### src/rtl/pec_pkg.sv
package pec_pkg;

    localparam int PEC_NUM_CH = 4;
    localparam int PEC_WORD_W = 16;

    typedef logic [PEC_NUM_CH-1:0] ch_vec_t;

    // Leading edges for a vector of channels given their prior samples.
    function automatic ch_vec_t rise_of(input ch_vec_t cur, input ch_vec_t prev);
        return cur & ~prev;
    endfunction

endpackage

### src/rtl/pec_edge_bank.sv
module pec_edge_bank #(
    parameter int NUM_CH = pec_pkg::PEC_NUM_CH
) (
    input  logic              clk,
    input  logic              rst,
    input  logic [NUM_CH-1:0] sample_in,
    output logic [NUM_CH-1:0] rise_out
);

    logic [NUM_CH-1:0] hist_q;

    // One independent history flop and detector per channel.
    for (genvar ch = 0; ch < NUM_CH; ch++) begin : g_chan
        always_ff @(posedge clk) begin
            if (rst) begin
                hist_q[ch] <= 1'b0;
            end else begin
                hist_q[ch] <= sample_in[ch];
            end
        end
        assign rise_out[ch] = sample_in[ch] & ~hist_q[ch];
    end

endmodule

### src/rtl/pec_or_merge.sv
module pec_or_merge #(
    parameter int NUM_CH = pec_pkg::PEC_NUM_CH
) (
    input  logic [NUM_CH-1:0] rise_in,
    output logic              serial_out
);

    always_comb begin
        serial_out = 1'b0;
        for (int ch = 0; ch < NUM_CH; ch++) begin
            serial_out = serial_out | rise_in[ch];
        end
    end

endmodule

### src/rtl/pec_deser.sv
module pec_deser #(
    parameter int WORD_W = pec_pkg::PEC_WORD_W
) (
    input  logic              clk,
    input  logic              rst,
    input  logic              serial_in,
    output logic [WORD_W-1:0] word_out,
    output logic              word_valid
);

    localparam int CNT_W = (WORD_W > 1) ? $clog2(WORD_W) : 1;
    localparam logic [CNT_W-1:0] LAST_POS = CNT_W'(WORD_W - 1);

    logic [CNT_W-1:0]  pos_q;
    logic [WORD_W-1:0] accum_q;
    logic [WORD_W-1:0] accum_nxt;
    logic              at_last;

    assign at_last = (pos_q == LAST_POS);

    always_comb begin
        accum_nxt = accum_q;
        accum_nxt[pos_q] = serial_in;
    end

    always_ff @(posedge clk) begin
        if (rst) begin
            pos_q      <= '0;
            accum_q    <= '0;
            word_out   <= '0;
            word_valid <= 1'b0;
        end else begin
            word_valid <= at_last;
            if (at_last) begin
                pos_q    <= '0;
                accum_q  <= '0;
                word_out <= accum_nxt;
            end else begin
                pos_q    <= pos_q + 1'b1;
                accum_q  <= accum_nxt;
            end
        end
    end

endmodule

### src/rtl/photon_edge_combiner.sv
module photon_edge_combiner #(
    parameter int NUM_CH = pec_pkg::PEC_NUM_CH,
    parameter int WORD_W = pec_pkg::PEC_WORD_W
) (
    input  logic              clk,
    input  logic              rst,
    input  logic [NUM_CH-1:0] sample_in,
    output logic [WORD_W-1:0] word_out,
    output logic              word_valid
);

    logic [NUM_CH-1:0] rise_vec;
    logic              serial_bit;

    pec_edge_bank #(.NUM_CH(NUM_CH)) u_edges (
        .clk       (clk),
        .rst       (rst),
        .sample_in (sample_in),
        .rise_out  (rise_vec)
    );

    pec_or_merge #(.NUM_CH(NUM_CH)) u_merge (
        .rise_in    (rise_vec),
        .serial_out (serial_bit)
    );

    pec_deser #(.WORD_W(WORD_W)) u_deser (
        .clk        (clk),
        .rst        (rst),
        .serial_in  (serial_bit),
        .word_out   (word_out),
        .word_valid (word_valid)
    );

endmodule

### config.mk
export PLATFORM = sky130hd
export DESIGN_NAME = photon_edge_combiner
export DESIGN_NICKNAME = d
export VERILOG_FILES = /design/src/rtl/pec_pkg.sv /design/src/rtl/pec_edge_bank.sv /design/src/rtl/pec_or_merge.sv /design/src/rtl/pec_deser.sv /design/src/rtl/photon_edge_combiner.sv
export SDC_FILE = /design/constraint.sdc
export NUM_CORES = 1
export LEC_CHECK = 0
export BUFFER_PORTS_ARGS = -buffer_cell sky130_fd_sc_hd__buf_2
export CAP_MARGIN = 10
export CELL_PAD_IN_SITES_DETAIL_PLACEMENT = 0
export CELL_PAD_IN_SITES_GLOBAL_PLACEMENT = 1
export CORE_ASPECT_RATIO = 1.2
export CORE_MARGIN = 10
export CORE_UTILIZATION = 42
export DETAILED_ROUTE_END_ITERATION = 8
export GPL_TIMING_DRIVEN = 0
export PLACE_DENSITY_LB_ADDON = 0.05
export SYNTH_ARGS = -nofsm -noshare
export SYNTH_HDL_FRONTEND = slang
export SYNTH_HIERARCHICAL = 1
export SYNTH_SLANG_ARGS = --single-unit
export TNS_END_PERCENT = 10
### constraint.sdc
create_clock -name clk -period 2.05 [get_ports clk]
set_clock_uncertainty 0.05 [all_clocks]
set_input_delay 0.3075 -clock clk [delete_from_list [all_inputs] [get_ports clk]]
set_output_delay 0.3075 -clock clk [all_outputs]
set_load 0.01 [all_outputs]
# --- Word level (Yosys, flattened, before mapping) ---
# Cells that the tools add are included.
classes:
  eq_ne: 1
  mux: 3
  n_lt_le_gt_ge: 2
  bitwise_logic: 11
  n_reduce_logical: 2
  n_addsub: 1
ops:
  columns: ["operator", "n"]
  rows:
  - ["16-bit bitwise mux", 1]
  - ["4-bit by 5-bit less-than comparator with 1-bit output (second input constant)", 1]
  - ["4-bit by 1-bit adder with 4-bit output (second input constant)", 1]
  - ["1-bit AND", 4]
  - ["1-bit demux with 4-bit select", 1]
  - ["4-bit == test (second input constant)", 1]
  - ["4-bit by 1-bit greater-or-equal comparator with 1-bit output (second input constant)", 1]
  - ["1-bit inverter", 4]
  - ["1-bit bitwise OR", 3]
  - ["2-bit OR reduction", 1]
  - ["1-bit logical AND", 1]
  - ["1-bit two-way mux", 1]
word_totals:
  register_bits: 41
  word_cells: 28
  input_bits: 6
  output_inout_bits: 17

# --- Logic depth before layout (Yosys ltp) ---
depth:
  ltp_word: 6
  ltp_mapped: 7
  depth_no_buf: 5

# --- Cells and area by module ---
# The synthesis kept the hierarchy.
by_module_without_submodules:
  columns: ["module", "area_per_inst_um2", "instances", "seq_area_each_um2", "cells_per_inst"]
  rows:
  - ["pec_deser", 1544.0, 1, 720.7, 168]
  - ["pec_edge_bank", 140.1, 1, 80.1, 12]
  - ["pec_or_merge", 7.5, 1, 0.0, 1]

# --- Worst setup path after synthesis ---
# Ideal clock, no wire load.
synth_path:
  path_type: "input-to-reg"
  startpoint: "input sample_in[1]"
  endpoint: "register u_deser.accum_q[4]"
  n_path_buf: 2
  cell_stages: 6
  arrival_ns: 1.444
  required_ns: 1.886
  path_slack_ns: 0.441
  setup_time_ns: 0.114
  cell_sequence: "nor2b_2 > or4_1 > buf_2 > clkbuf_1 > mux2i_1 > nor2_1"
synth_via:
  elab_chain_cells: 5
synth_lines:
  columns: ["element", "line", "text"]
  rows:
  - ["from (decl)", "photon_edge_combiner.sv:7", "input logic [NUM_CH-1:0] sample_in,"]
  - ["1-bit AND", "pec_edge_bank.sv:21", "assign rise_out[ch] = sample_in[ch] & ~hist_q[ch];"]
  - ["1-bit bitwise OR (3 in a row)", "pec_or_merge.sv:11", "serial_out = serial_out | rise_in[ch];"]
  - ["via serial_bit", "photon_edge_combiner.sv:13", "logic serial_bit;"]
  - ["16-bit bitwise mux", "pec_deser.sv:23", "accum_nxt[pos_q] = serial_in;"]
  - ["to (signal assigned)", "pec_deser.sv:40", "accum_q <= accum_nxt;"]
  - ["to (decl)", "pec_deser.sv:15", "logic [WORD_W-1:0] accum_q;"]
# The timed path passes the listed nets, and every way through them passes these cells.
# A chain may end at the register's enable or synchronous reset.

# --- Final worst setup path ---
layout_path:
  startpoint: "register u_edges.hist_q[1]"
  endpoint: "register u_deser.accum_q[8]"
layout_via:
  elab_chain_cells: 6
layout_lines:
  columns: ["element", "line", "text"]
  rows:
  - ["from (decl)", "pec_edge_bank.sv:10", "logic [NUM_CH-1:0] hist_q;"]
  - ["from (signal, indexed assignment)", "pec_edge_bank.sv:18", "hist_q[ch] <= sample_in[ch];"]
  - ["1-bit inverter", "pec_edge_bank.sv:21", null]
  - ["1-bit AND", "pec_edge_bank.sv:21", null]
  - ["via rise_vec[1]", "photon_edge_combiner.sv:12", "logic [NUM_CH-1:0] rise_vec;"]
  - ["1-bit bitwise OR (3 in a row)", "pec_or_merge.sv:11", null]
  - ["via serial_bit", "photon_edge_combiner.sv:13", null]
  - ["16-bit bitwise mux", "pec_deser.sv:23", null]
# The timed path passes the listed nets, and every way through them passes these cells.

==> impl_metrics.yaml <==
clock_tree:
  clock_latency_ps: 280
  cts_tree: "done"
  cts-root-buf: "clkbuf_8"
  clock-sinks: 40
  cts_made_buffers: 5
  postCtsHoldBufs: 0
  ctsLongestPathBuffers: 2
  clk_pin_slew_worst_paths_ps: 70
  cts-htree-levels: 2
  post_cts_buffers: 0
  cts_resized: 0
critical_path:
  cp_data_arrival_time_ps: 1830
  rrSetupSlack_ps: 350
  worstSetupStartpointType: "flop"
  path_class: "reg2reg"
  cp-startpoint: "u_edges/hist_q[1]"
  r2r-end: "u_deser/accum_q[8]"
  path_max_fanout: 10
  cp.required_ps: 2180
  timing.rr.start: "u_edges/hist_q[1]"
  crit_path_end: "u_deser/accum_q[8]"
  rr_worst_depth: 6
  critPathCaptureType: "flop"
detailed_routing:
  via_per_inst: 4.721
  drc: 0
  firstDrtPassIters: 4
  wl_per_cell_um: 12.49
  ant_nets: 0
  vias: 1251
  wirelength_um: 3310
  dr.first_iter.drc_count: 34
run:
  cap_violations: 0
synth:
  ys_seq_elements: 40
  yosysTopAreaCell: "dfxtp_1"
  syn_area_um2: 1692
  synth.area.top_cells: "dfxtp_1 47%, mux2i_1 9.5%, nand2_1 6.4%, nor2_1 4.7%, ha_1 4.4%"
  ys_types: 27
  yosys_warnings: 6
  yosysTopAreaCellShare_pct: 47.34
  avgSynthCellArea_um2: 9.346
  ys_seq_area_share_pct: 47.34
  syn_nets: 193
  syn_inst: 181
die:
  start_util_pct: 43.26
  ios: 23
  dieHeight_um: 89.52
  dieArea_um2: 6977
  core.rowCount: 25
  core-area_um2: 3910
  fp.dieW_um: 77.94
grt:
  grt_max_degree: 12
  grt-ovfl-total: 0
  grt_first_pass_wirelength_um: 5878
  track_usage_pct: 10.59
  grt_antenna_before_repair: 0
  grt_pass1_vias: 1318
layout:
  fin_util_pct: 50.11
  diodes: 0
  fin_nets: 222
  syn_to_final_growth_pct: 15.83
  drive_gt1_share_pct: 22.75
sta:
  setup_viol: 0
  fin_crit_ps: 1704
  rsz0062_at_grt: "no"
  finalMaxSlewViolations: 0
  setup_tns_ps: 0
  hold_violations: 0
  fmax_ghz: 0.5868
  worst_pin_slew_ps: 520.2
  relSlewSlack_pct: 65.32
  finalCritPeriodShare_pct: 83.12
  hold_slack_ps: 188.1
pwr:
  switching_share_pct: 22.51
  p_per_area_nw_per_um2: 737.1
  ir_drop_v: 0.0005075
  power_frac_seq_pct: 55.9
  pwr-share-comb_pct: 7.9
  power_frac_clock_pct: 36.2
  leakagePower_nw: 0.8509
  intPower_w: 0.001119
  switchingPower_w: 0.0003252
min_path:
  min-delay-path-class: "in2reg"
  hold_path_depth: 2
placed_design:
  io_buffers: 22
  gp_congestion: 0.7758
  dp_hpwl_um: 2455
run_status:
  status: "completed"
per-layer routing:
layer,GRT usage (%),wire length (µm),vias up
met2,19.09,1634,22
met3,4.628,201,5
met4,4.078,48,0
met1,10.62,1425,576
met5,0,0,-
li1,-,-,648
layout by cell type, fill, tap and decap left out:
master and n:
and3_1 1, buf_4 2, clkbuf_8 6, nor2_1 21
nand4b_1 1, nor3b_1 3, xor2_1 1, buf_2 27
a21oi_1 12, nor2b_1 6, buf_8 1, o21ai_0 1
inv_1 4, clkbuf_1 5, buf_6 3, a31oi_1 1
nand2b_1 1, nand3_1 5, a21oi_2 2, dfxtp_1 40
or4_1 1, mux2i_1 16, ha_1 6, nor2b_2 4
a211oi_2 3, nand3b_1 8, xnor2_1 1, nand2_1 29
worst max-delay path: stages, from the launching register on:
cell	delay (ps)
dfxtp_1	330
nor2b_2	40
or4_1	500
buf_2	190
clkbuf_1	250
mux2i_1	180
nor2_1	60
flip-flops by register name, indices dropped and copies added (netlist names):
signal / flops
u_deser/word_out: 16
u_edges/hist_q: 4
u_deser/word_valid: 1
u_deser/pos_q: 4
u_deser/accum_q: 15
cells by family after synthesis:
logic type / after synthesis / synth area share, %
multiplexers: 16 / 9.467
buffers and inverters: 18 / 6.804
adder cells (fa/ha/maj): 6 / 4.438
AO/OA/AOI/OAI: 19 / 7.471
flip-flops: 40 / 47.34
XOR/XNOR: 2 / 1.036
AND/OR/NAND/NOR: 80 / 23.45
per-stage QoR:
| step | instance area (µm²) | instances | worst slack (ps) | total power (W) |
|---|---|---|---|---|
| 2_1_floorplan | 1692 | 181 | 441.3 | 0.0009102 |
| 3_3_place_gp | 1869 | 257 | 159.6 | 0.0009385 |
| 3_5_place_dp | 1869 | 257 | 133.2 | 0.0009412 |
| 4_1_cts | 1959 | 265 | 329.1 | 0.001467 |
| 5_1_grt | 1959 | 265 | 214.7 | 0.001518 |
| 6_report | 1959 | 265 | 346.0 | 0.001444 |
power by group through the flow:
stage,registers (W),logic [W],clock network [W]
2_1_floorplan,0.000823,0.0000874,0
3_3_place_gp,0.000825,0.000114,0
3_5_place_dp,0.000825,0.000116,0
4_1_cts,0.000807,0.000116,0.000544
5_1_grt,0.000810,0.000131,0.000578
6_report,0.000807,0.000114,0.000523
cells in the mapped netlist:
| library cell | instances |
|---|---|
| a21oi_1 | 12 |
| a31oi_1 | 1 |
| buf_6 | 3 |
| nand2b_1 | 1 |
| xor2_1 | 1 |
| o21ai_0 | 1 |
| nor3b_1 | 3 |
| mux2i_1 | 16 |
| buf_4 | 2 |
| nand4b_1 | 1 |
| clkbuf_1 | 3 |
| nand2_1 | 29 |
| or4_1 | 1 |
| a21oi_2 | 2 |
| nor2_1 | 21 |
| buf_8 | 1 |
| xnor2_1 | 1 |
| buf_2 | 5 |
| and3_1 | 1 |
| dfxtp_1 | 40 |
| inv_1 | 4 |
| nor2b_2 | 4 |
| a211oi_2 | 3 |
| nor2b_1 | 6 |
| nand3_1 | 5 |
| nand3b_1 | 8 |
| ha_1 | 6 |
how the worst min path moves through the flow:
stage                      endpoint  slack (ps)            startpoint
2_1_floorplan  u_deser/word_out[12]         320                   rst
3_3_place_gp     u_deser/accum_q[7]         390    u_deser/accum_q[7]
3_5_place_dp   u_deser/word_out[15]         390  u_deser/word_out[15]
4_1_cts           u_edges/hist_q[0]         180          sample_in[0]
5_1_grt           u_edges/hist_q[0]         190          sample_in[0]
6_report          u_edges/hist_q[0]         190          sample_in[0]
final cells by class:
type,instances,area [µm²]
Tap cell,54,67.56
Clock buffer,8,90.09
Sequential cell,40,800.8
Multi-Input combinational cell,123,775.7
Fill cell,414,1951
Timing Repair Buffer,22,110.1
Buffer,14,100.1
Inverter,4,15.01
(Power assumes the default switching activity.)
